<file path="src/rtl/pmc_pkg.sv">
package pmc_pkg;
  typedef enum logic [1:0] {
    M_RUN   = 2'b00,
    M_REST1 = 2'b01,
    M_REST2 = 2'b10,
    M_REST3 = 2'b11
  } pmode_e;
endpackage

</file>
<file path="src/rtl/pmc_mode_seq.sv">
module pmc_mode_seq
  import pmc_pkg::*;
#(
  parameter int IDLE_T1 = 1000,
  parameter int IDLE_T2 = 7000,
  parameter int IDLE_T3 = 410000
) (
  input  logic       clk,
  input  logic       rst_n,
  input  logic       srst,
  input  logic       hold,
  input  logic       tick,
  input  logic       motion,
  input  logic [1:0] force_mode,
  output pmode_e     mode
);
  localparam int IW = $clog2(IDLE_T3 + 1);
  localparam logic [IW-1:0] LIM1 = IW'(IDLE_T1);
  localparam logic [IW-1:0] LIM2 = IW'(IDLE_T2);
  localparam logic [IW-1:0] LIM3 = IW'(IDLE_T3);

  logic [IW-1:0] idle_q, idle_nx;
  pmode_e        mode_q;

  function automatic pmode_e level_of(input logic [IW-1:0] idle);
    if (idle >= LIM3)      return M_REST3;
    else if (idle >= LIM2) return M_REST2;
    else if (idle >= LIM1) return M_REST1;
    else                   return M_RUN;
  endfunction

  always_comb begin
    idle_nx = idle_q;
    if (tick && idle_q != LIM3) idle_nx = idle_q + 1'b1;
  end

  always_ff @(posedge clk or negedge rst_n) begin
    if (!rst_n) begin
      idle_q <= '0;
      mode_q <= M_RUN;
    end else if (srst) begin
      idle_q <= '0;
      mode_q <= M_RUN;
    end else if (hold) begin
      idle_q <= idle_q;
      mode_q <= mode_q;
    end else if (force_mode != 2'b00) begin
      idle_q <= '0;
      mode_q <= pmode_e'(force_mode);
    end else if (motion) begin
      idle_q <= '0;
      mode_q <= M_RUN;
    end else begin
      idle_q <= idle_nx;
      mode_q <= level_of(idle_nx);
    end
  end

  assign mode = mode_q;

  // motion in automatic operation returns to Run
  a_r4_motion_run: assert property (@(posedge clk) disable iff (!rst_n)
    (motion && force_mode == 2'b00 && !hold && !srst) |=> mode_q == M_RUN);

  // a nonzero forced field sets the mode
  a_r5_forced: assert property (@(posedge clk) disable iff (!rst_n)
    (force_mode != 2'b00 && !hold && !srst) |=> mode_q == pmode_e'($past(force_mode)));

  // automatic downshift moves exactly one level at a time
  a_r3_one_step: assert property (@(posedge clk) disable iff (!rst_n)
    (!$stable(mode_q) && mode_q != M_RUN && $past(force_mode) == 2'b00)
      |-> (2'(mode_q) == 2'($past(mode_q)) + 2'd1));
endmodule

</file>
<file path="src/rtl/pmc_frame_gen.sv">
module pmc_frame_gen
  import pmc_pkg::*;
#(
  parameter int PER_RUN = 1,
  parameter int PER_R1  = 14,
  parameter int PER_R2  = 68,
  parameter int PER_R3  = 340,
  parameter int LED_CYC = 4
) (
  input  logic   clk,
  input  logic   rst_n,
  input  logic   srst,
  input  logic   pd,
  input  logic   tick,
  input  pmode_e mode,
  output logic   frame_o,
  output logic   led_o
);
  localparam int PMAX = (PER_R3 > PER_R2) ? ((PER_R3 > PER_R1) ? PER_R3 : PER_R1)
                                          : ((PER_R2 > PER_R1) ? PER_R2 : PER_R1);
  localparam int PTOP = (PMAX > PER_RUN) ? PMAX : PER_RUN;
  localparam int PW   = $clog2(PTOP + 1);
  localparam int LW   = $clog2(LED_CYC + 1);

  function automatic int period_of(input int idx);
    case (idx)
      0:       return PER_RUN;
      1:       return PER_R1;
      2:       return PER_R2;
      default: return PER_R3;
    endcase
  endfunction

  logic [PW-1:0] last_tab [4];
  for (genvar g = 0; g < 4; g++) begin : g_per
    assign last_tab[g] = PW'(period_of(g) - 1);
  end

  logic [PW-1:0] cnt_q;
  logic [LW-1:0] led_q;
  pmode_e        prev_q;
  logic          frame_q;
  logic          fire;

  assign fire = tick && !pd && (mode == prev_q) && (cnt_q == last_tab[mode]);

  always_ff @(posedge clk or negedge rst_n) begin
    if (!rst_n) begin
      cnt_q   <= '0;
      led_q   <= '0;
      prev_q  <= M_RUN;
      frame_q <= 1'b0;
    end else if (srst) begin
      cnt_q   <= '0;
      led_q   <= '0;
      prev_q  <= M_RUN;
      frame_q <= 1'b0;
    end else begin
      prev_q  <= mode;
      frame_q <= fire;
      if (pd) begin
        led_q <= '0;
      end else if (fire) begin
        led_q <= LW'(LED_CYC);
      end else if (led_q != '0) begin
        led_q <= led_q - 1'b1;
      end
      if (mode != prev_q) begin
        cnt_q <= '0;
      end else if (tick && !pd) begin
        cnt_q <= fire ? '0 : cnt_q + 1'b1;
      end
    end
  end

  assign frame_o = frame_q;
  assign led_o   = (led_q != '0);

  // the LED window only opens together with a frame trigger
  a_r8_led_with_frame: assert property (@(posedge clk) disable iff (!rst_n)
    $rose(led_o) |-> frame_o);

  // a frame trigger always follows a tick
  a_r7_frame_on_tick: assert property (@(posedge clk) disable iff (!rst_n)
    frame_o |-> $past(tick));

  // no activity once power down has been held for a cycle
  a_r9_quiet: assert property (@(posedge clk) disable iff (!rst_n)
    (pd && $past(pd)) |-> (!frame_o && !led_o));
endmodule

</file>
<file path="src/rtl/pmc_power_mode.sv">
module pmc_power_mode
  import pmc_pkg::*;
#(
  parameter int IDLE_T1 = 1000,
  parameter int IDLE_T2 = 7000,
  parameter int IDLE_T3 = 410000,
  parameter int PER_RUN = 1,
  parameter int PER_R1  = 14,
  parameter int PER_R2  = 68,
  parameter int PER_R3  = 340,
  parameter int LED_CYC = 4
) (
  input  logic       clk,
  input  logic       rst_n,
  input  logic       tick_i,
  input  logic       motion_i,
  input  logic [1:0] force_mode_i,
  input  logic       pwr_down_i,
  input  logic       soft_rst_i,
  output logic [1:0] mode_o,
  output logic       frame_o,
  output logic       led_o,
  output logic       low_pwr_o
);
  logic   pd_q;
  pmode_e mode;

  always_ff @(posedge clk or negedge rst_n) begin
    if (!rst_n)          pd_q <= 1'b0;
    else if (soft_rst_i) pd_q <= 1'b0;
    else if (pwr_down_i) pd_q <= 1'b1;
  end

  pmc_mode_seq #(
    .IDLE_T1(IDLE_T1), .IDLE_T2(IDLE_T2), .IDLE_T3(IDLE_T3)
  ) u_seq (
    .clk(clk), .rst_n(rst_n), .srst(soft_rst_i), .hold(pd_q),
    .tick(tick_i), .motion(motion_i), .force_mode(force_mode_i), .mode(mode)
  );

  pmc_frame_gen #(
    .PER_RUN(PER_RUN), .PER_R1(PER_R1), .PER_R2(PER_R2), .PER_R3(PER_R3),
    .LED_CYC(LED_CYC)
  ) u_frm (
    .clk(clk), .rst_n(rst_n), .srst(soft_rst_i), .pd(pd_q),
    .tick(tick_i), .mode(mode), .frame_o(frame_o), .led_o(led_o)
  );

  assign mode_o    = mode;
  assign low_pwr_o = pd_q;

  // low-power state is latched once entered
  a_r9_latched: assert property (@(posedge clk) disable iff (!rst_n)
    ($past(low_pwr_o) && !$past(soft_rst_i)) |-> low_pwr_o);

  // soft reset leaves low power and returns to Run
  a_r10_soft_exit: assert property (@(posedge clk) disable iff (!rst_n)
    soft_rst_i |=> (!low_pwr_o && mode_o == 2'b00));
endmodule

</file>
<file path="config.mk">
export PLATFORM = sky130hd
export DESIGN_NAME = pmc_power_mode
export DESIGN_NICKNAME = d
export VERILOG_FILES = /design/src/rtl/pmc_pkg.sv /design/src/rtl/pmc_mode_seq.sv /design/src/rtl/pmc_frame_gen.sv /design/src/rtl/pmc_power_mode.sv
export SDC_FILE = /design/constraint.sdc
export NUM_CORES = 1
export LEC_CHECK = 0
export ABC_AREA = 1
export BUFFER_PORTS_ARGS = -buffer_cell sky130_fd_sc_hd__buf_2
export CORE_MARGIN = 2
export CORE_UTILIZATION = 55
export CTS_CLUSTER_SIZE = 25
export DETAILED_ROUTE_END_ITERATION = 12
export GPL_TIMING_DRIVEN = 0
export PLACE_DENSITY = 0.84
export SYNTH_ARGS = -nofsm -noshare
export SYNTH_HDL_FRONTEND = slang
export SYNTH_SLANG_ARGS = --single-unit
</file>
<file path="constraint.sdc">
create_clock -name clk -period 1.8 [get_ports clk]
set_input_delay 0.36 -clock clk [delete_from_list [all_inputs] [get_ports clk]]
set_output_delay 0.36 -clock clk [all_outputs]
set_load 0.01 [all_outputs]
</file>
Word-level counts from Yosys, hierarchy flattened:

Index checks and enable logic that the tools add are counted.

* bitwise gates (word level): 1
* divide/modulo/power cells: 0
* shifts and indexed selects: 0
* equality and inequality tests: 5
* reduce and logical (&&, ||, !) cells: 10
* magnitude comparators: 4
* multipliers: 0
* mux-type cells: 27
* add/sub/neg operators: 3

Operators with widths (count)
* $mux W19: 5
* $mux W9: 6
* $add A19 B1 Y19 const B: 1
* $ge A19 B10 Y1 const B: 1
* $ge A19 B13 Y1 const B: 1
* $ge A19 B19 Y1 const B: 1
* $ne A19 B19 Y1 const B: 1
* $bmux W9 S2: 1
* $mux W2: 7
* $mux W3: 4
* $add A9 B1 Y9 const B: 1
* $eq A9 B9 Y1: 1
* $reduce_bool A3 Y1: 2
* $logic_and A1 B1 Y1: 4
* $mux W1: 4
* $reduce_bool A2 Y1: 2
* $reduce_bool A4 Y1: 1
* $ge A3 B3 Y1 const B: 1
* $not A2 Y3: 1
* $sub A3 B1 Y3 const B: 1
* $eq A2 B2 Y1: 1
* $ne A2 B2 Y1: 1
* $ne A2 B2 Y1 const B: 1
* $logic_not A1 Y1: 1

* bits in read-only memories: 0
* input port bits: 8
* latch bits: 0
* bits in registers: 37
* memories kept: 0
* bits in writable memories: 0
* output and inout bits: 5
* logic and storage cells: 57

Longest topological paths before layout:

* depth in word-level cells: 11
* mapped depth: 17
* depth with buffers taken out: 17

By module:

From an unflattened synthesis, not the netlist that was laid out.

* cells, all modules: 410
* area, all modules: 2730.1 um2

Modules (own cells, without submodules)
* pmc_mode_seq: sequential area each 525.5 um2, area an instance 1644.1 um2, cells each 255, times used 1
* pmc_frame_gen: sequential area each 375.4 um2, area an instance 1053.5 um2, cells each 152, times used 1
* pmc_power_mode: sequential area each 25.0 um2, area an instance 32.5 um2, cells each 3, times used 1

Least setup slack after synthesis:

No wires, ideal clock.

* path kind: register to register
* start point: register u_seq.idle_q[0]
* end point: register u_seq.mode_q[0], in the netlist u_seq.mode[0]
* stages on the path, launching flop included: 16
* setup time: 117 ps
* arrival time: 1601 ps
* clock period less this slack: 1718 ps
* path buffers: 0
* required time: 1683 ps
* path slack: 82 ps
* cells stage by stage: dfrtp_1 -> inv_1 -> ha_1 -> inv_1 -> nor2_1 -> nand2_1 -> nor2_1 -> nand3_1 -> nand2_1 -> nand2_1 -> a21oi_1 -> nand2_1 -> nand3_1 -> nand3_1 -> nand2_1 -> nand2_1

* word-level cells in the longest chain between the ends: 11
* elaborated cells on any way between the ends: 14
* those cells by class: 1 x add/sub; 3 x order compare; 1 x eq/ne; 8 x mux; 1 x reduce/logical

Ends and longest elaborated chain
* start: declaration: line pmc_mode_seq.sv:22 `logic [IW-1:0] idle_q, idle_nx;`
* start signal: assignment: line pmc_mode_seq.sv:45 `idle_q <= idle_q;`
* start signal: assignment: line pmc_mode_seq.sv:54 `idle_q <= idle_nx;`
* parallel branches: the longest is 2 deep, another holds $add A19 B1 Y19
* $mux W19 *: line pmc_mode_seq.sv:34 `if (tick && idle_q != LIM3) idle_nx = idle_q + 1'b1;`
* $ge A19 B10 Y1: line pmc_mode_seq.sv:28 `else if (idle >= LIM1) return M_REST1;`
* $mux W1: line pmc_mode_seq.sv:28
* $mux W2: line pmc_mode_seq.sv:27 `else if (idle >= LIM2) return M_REST2;`
* $mux W2 *: line pmc_mode_seq.sv:26 `if (idle >= LIM3) return M_REST3;`
* $mux W2 *: line pmc_mode_seq.sv:50 `end else if (motion) begin`
* $mux W2 *: line pmc_mode_seq.sv:47 `end else if (force_mode != 2'b00) begin`
* $mux W2 *: line pmc_mode_seq.sv:44 `end else if (hold) begin`
* $mux W2 *: line pmc_mode_seq.sv:41 `end else if (srst) begin`
* end signal: assignment: line pmc_mode_seq.sv:46 `mode_q <= mode_q;`
* end signal: assignment: line pmc_mode_seq.sv:49 `mode_q <= pmode_e'(force_mode);`
* end signal: assignment: line pmc_mode_seq.sv:55 `mode_q <= level_of(idle_nx);`
* end: declaration: line pmc_mode_seq.sv:23 `pmode_e mode_q;`

Mark *: on every way between the ends. The select of a mux whose other input is x is not followed.
A chain may end at the register's enable or synchronous reset.

Final worst setup path:

* start point: register u_seq.idle_q[0]
* end point: register u_seq.mode_q[1], in the netlist u_seq.mode[1]

* word-level cells in the longest chain between the ends: 10
* elaborated cells on any way between the ends: 12
* those cells by class: 1 x add/sub; 2 x order compare; 1 x eq/ne; 7 x mux; 1 x reduce/logical

Ends and longest elaborated chain (line)
* parallel branches: the longest is 2 deep, another holds $add A19 B1 Y19
* $mux W19 *: pmc_mode_seq.sv:34
* $ge A19 B13 Y1: pmc_mode_seq.sv:27
* $mux W2: pmc_mode_seq.sv:27
* $mux W2 *: pmc_mode_seq.sv:26
* $mux W2 *: pmc_mode_seq.sv:50
* $mux W2 *: pmc_mode_seq.sv:47
* $mux W2 *: pmc_mode_seq.sv:44
* $mux W2 *: pmc_mode_seq.sv:41

Marked as above.

==> out/metrics.cfg <==
[timing]
whs_ns = 0.153
tightest_slew_ns = 0.809
setup_viol = 2
maxSlewViolCount = 0
rsz0062_at_grt = true
timing.final.crit_period_ns = 1.88
hold_violations = 0
fin_crit_sh_pct = 104
layout_setup_ws_ns = -0.0798
skew_ns = 0.00698
max_freq_ghz = 0.532
relSlewSlack_pct = 46.1

[synthesis]
yosysSeqAreaShare_pct = 37.3
synth_edf_count = 0
synth_area_leader_cell = dfrtp_1
synthCells = 353
synth_area_leaders = dfrtp_1, nand2_1, inv_1
ys_ff_latch = 37
yosys.area.top_type_share_pct = 37.3
ys_top_cells_by_count = nand2_1, inv_1, nor2_1
synthFlopType = dfrtp_1
avgSynthCellArea_um2 = 7.04
async_flop_share_pct = 100
yosysMostFrequentCell = nand2_1
syn_nets = 366
synth_warnings = 0
synth.distinct_cells = 30
netlist_area_mm2 = 0.00248

[critical_path]
cp.buffers_inverters = 1
cp_top_family = simple AND/OR/NAND/NOR gates
worstPathArrival_ns = 2.06
crit_slowest_cell = dfrtp_2
crit_required_ns = 1.98
r2r_cells = 14
worst-setup-path-type = flop to flop
worstSetupEndpointType = flop
worstPathMaxFanout = 5
critical_path_depth = 14
crit_chain = ha_4 > inv_2 > nor2_4 > nand3_4 > nor2_2 > nor2_1 > nor2_1 > nand4_1 > nor2_2 > nand2_1 > nand2_1 > nand2_1 > nand2_1 > o21ai_2
critPathLaunchType = flop
max_stage_delay_ns = 0.43
cp_common_cell = nand2_1

[global_routing]
grt_pass1_vias = 2230
grt-ovfl-total = 0
antenna_found_initial = 0
grt_pass1_wl_um = 9850
grt_use_total_pct = 24.4
grt_max_degree = 38

[placement]
port-buffer-count = 10
place_hpwl_um = 4180
gp_congestion = 0.926

[finish]
nNetsFinal = 390
final_util_pct = 65.2
area_delta_synth_final_pct = 14.4
drive_gt1_share_pct = 19.6
diodes = 0

[power_and_ir_drop]
total_leakage_power_nw = 1.28
powerDensity_mw_per_mm2 = 630
power_w = 0.00179
ir_drop_mv = 0.329

[clocking]
cts.htree.levels = 2
tritoncts = yes
clkLatencyLatePin_ns = 0.30
clk_pin_slew_ns = 0.08
clock-root-buffer = clkbuf_8
clk_path_buf_depth = 2
cts_inserted_buffers = 5
clock_sinks = 37

[floorplanning]
row_count = 24
die_height_um = 71.2
initial_core_util_pct = 57.0
dieWidth_um = 71.2
ios = 13
core_area_mm2 = 0.00435
die_area_mm2 = 0.00507

[drt]
vias_per_cell = 5.52
route.detailed.drc = 0
ant_nets = 0
routed_wl_um = 5890
drt_iter0_markers = 158
wl_per_cell_um = 13.7
via_count = 2375
drt_pre_antenna_iters = 4

[outcome]
status = complete, but fails checks
violations = negative setup slack

[worst_hold_path]
holdCritPathClass = primary input to asynchronous set/reset pin

[run]
maxCapViolCount = 0

==> flip-flops by register name (all words and copies together) (netlist names) <==
signal,count
u_frm.prev_q,2
u_seq.idle_q,19
u_frm.led_q,3
u_seq.mode,2
u_frm.frame_o,1
u_frm.cnt_q,9
low_pwr_o,1
==> power by group <==
group	total [W]	internal, W	switching (W)
Combinational	0.000313	0.000116	0.000197
Sequential	0.000900	0.000867	0.0000329
Clock	0.000576	0.000269	0.000308
==> layout by cell type, fill, tap and decap left out, types with 3 or more instances in the layout <==
master	instances
nor2_1	36
clkbuf_8	5
nand4_1	15
ha_1	3
xnor2_1	3
dfrtp_2	7
xor2_1	5
nor2_4	7
a21oi_1	5
o22ai_1	18
nand3_1	19
nor3_1	5
o21ai_0	16
clkbuf_1	4
buf_2	10
buf_4	7
dfrtp_1	30
inv_2	4
nand2_2	7
nor2_2	9
o21ai_1	3
nand2_1	82
inv_1	53
nand3_2	5
==> worst register-to-register path, stage by stage (launching register included) <==
cell and delay (ns):
dfrtp_2 0.43, ha_4 0.17, inv_2 0.05, nor2_4 0.18, nand3_4 0.16, nor2_2 0.11
nor2_1 0.06, nor2_1 0.12, nand4_1 0.12, nor2_2 0.11, nand2_1 0.06, nand2_1 0.05
nand2_1 0.04, nand2_1 0.07, o21ai_2 0.05
==> layout make-up <==
class	instances	area, µm²
Inverter	58	220
Tap cell	52	65.1
Multi-Input combinational cell	254	1410
Fill cell	368	1510
Clock inverter	2	10.0
Sequential cell	37	935
Buffer	4	22.5
Timing Repair Buffer	17	103
Clock buffer	6	72.6
==> layer usage <==
metal / vias up / GRT usage, % / wire (µm)
li1: 1199 / - / -
met1: 1095 / 31.1 / 2550
met2: 70 / 41.0 / 2910
met3: 11 / 4.99 / 326
met4: 0 / 8.81 / 99
met5: - / 0 / 0
==> path summary, 6_finish.rpt <==
| kind | start | end | slack [ns] |
|---|---|---|---|
| hold / removal | rst_n | u_seq.idle_q[5] | 0.15 |
| hold reg to reg | u_frm.led_q[0] | u_frm.led_q[0] | 0.55 |
| setup reg to reg | u_seq.idle_q[0] | u_seq.mode[1] | -0.08 |
| min in group clk | pwr_down_i | low_pwr_o | 0.31 |
| max in group asynchronous | rst_n | u_seq.idle_q[10] | 1.09 |
| setup / recovery | u_seq.idle_q[0] | u_seq.mode[1] | -0.08 |
==> what timing repair did <==
action                                  CTS  global route
hold buffers                              0             0
resized for setup                        10            23
endpoints found under the setup margin   11            29
setup buffers                             3             4
pin swaps                                 4            10
==> metrics by stage <==
step           cells  TNS, ns  cell area [µm²]  worst slack, ns
2_1_floorplan    353        0             2480           0.0823
3_3_place_gp     415    -1.04             2600           -0.142
3_5_place_dp     415    -1.86             2600           -0.161
4_1_cts          426   -0.204             2740           -0.102
5_1_grt          430   -0.489             2840           -0.245
6_report         430   -0.158             2840          -0.0798
==> logic make-up (layout without fill, tap and decap cells) <==
family	Yosys count	count (layout)	synth area share [%]
simple gates	188	188	35.0
buf+inv	62	87	9.67
compound gates	52	52	12.3
flops	37	37	37.3
xor+xnor	9	9	3.17
fa+ha+maj	5	5	2.52
Note: power is estimated with default switching activity, not from simulation.
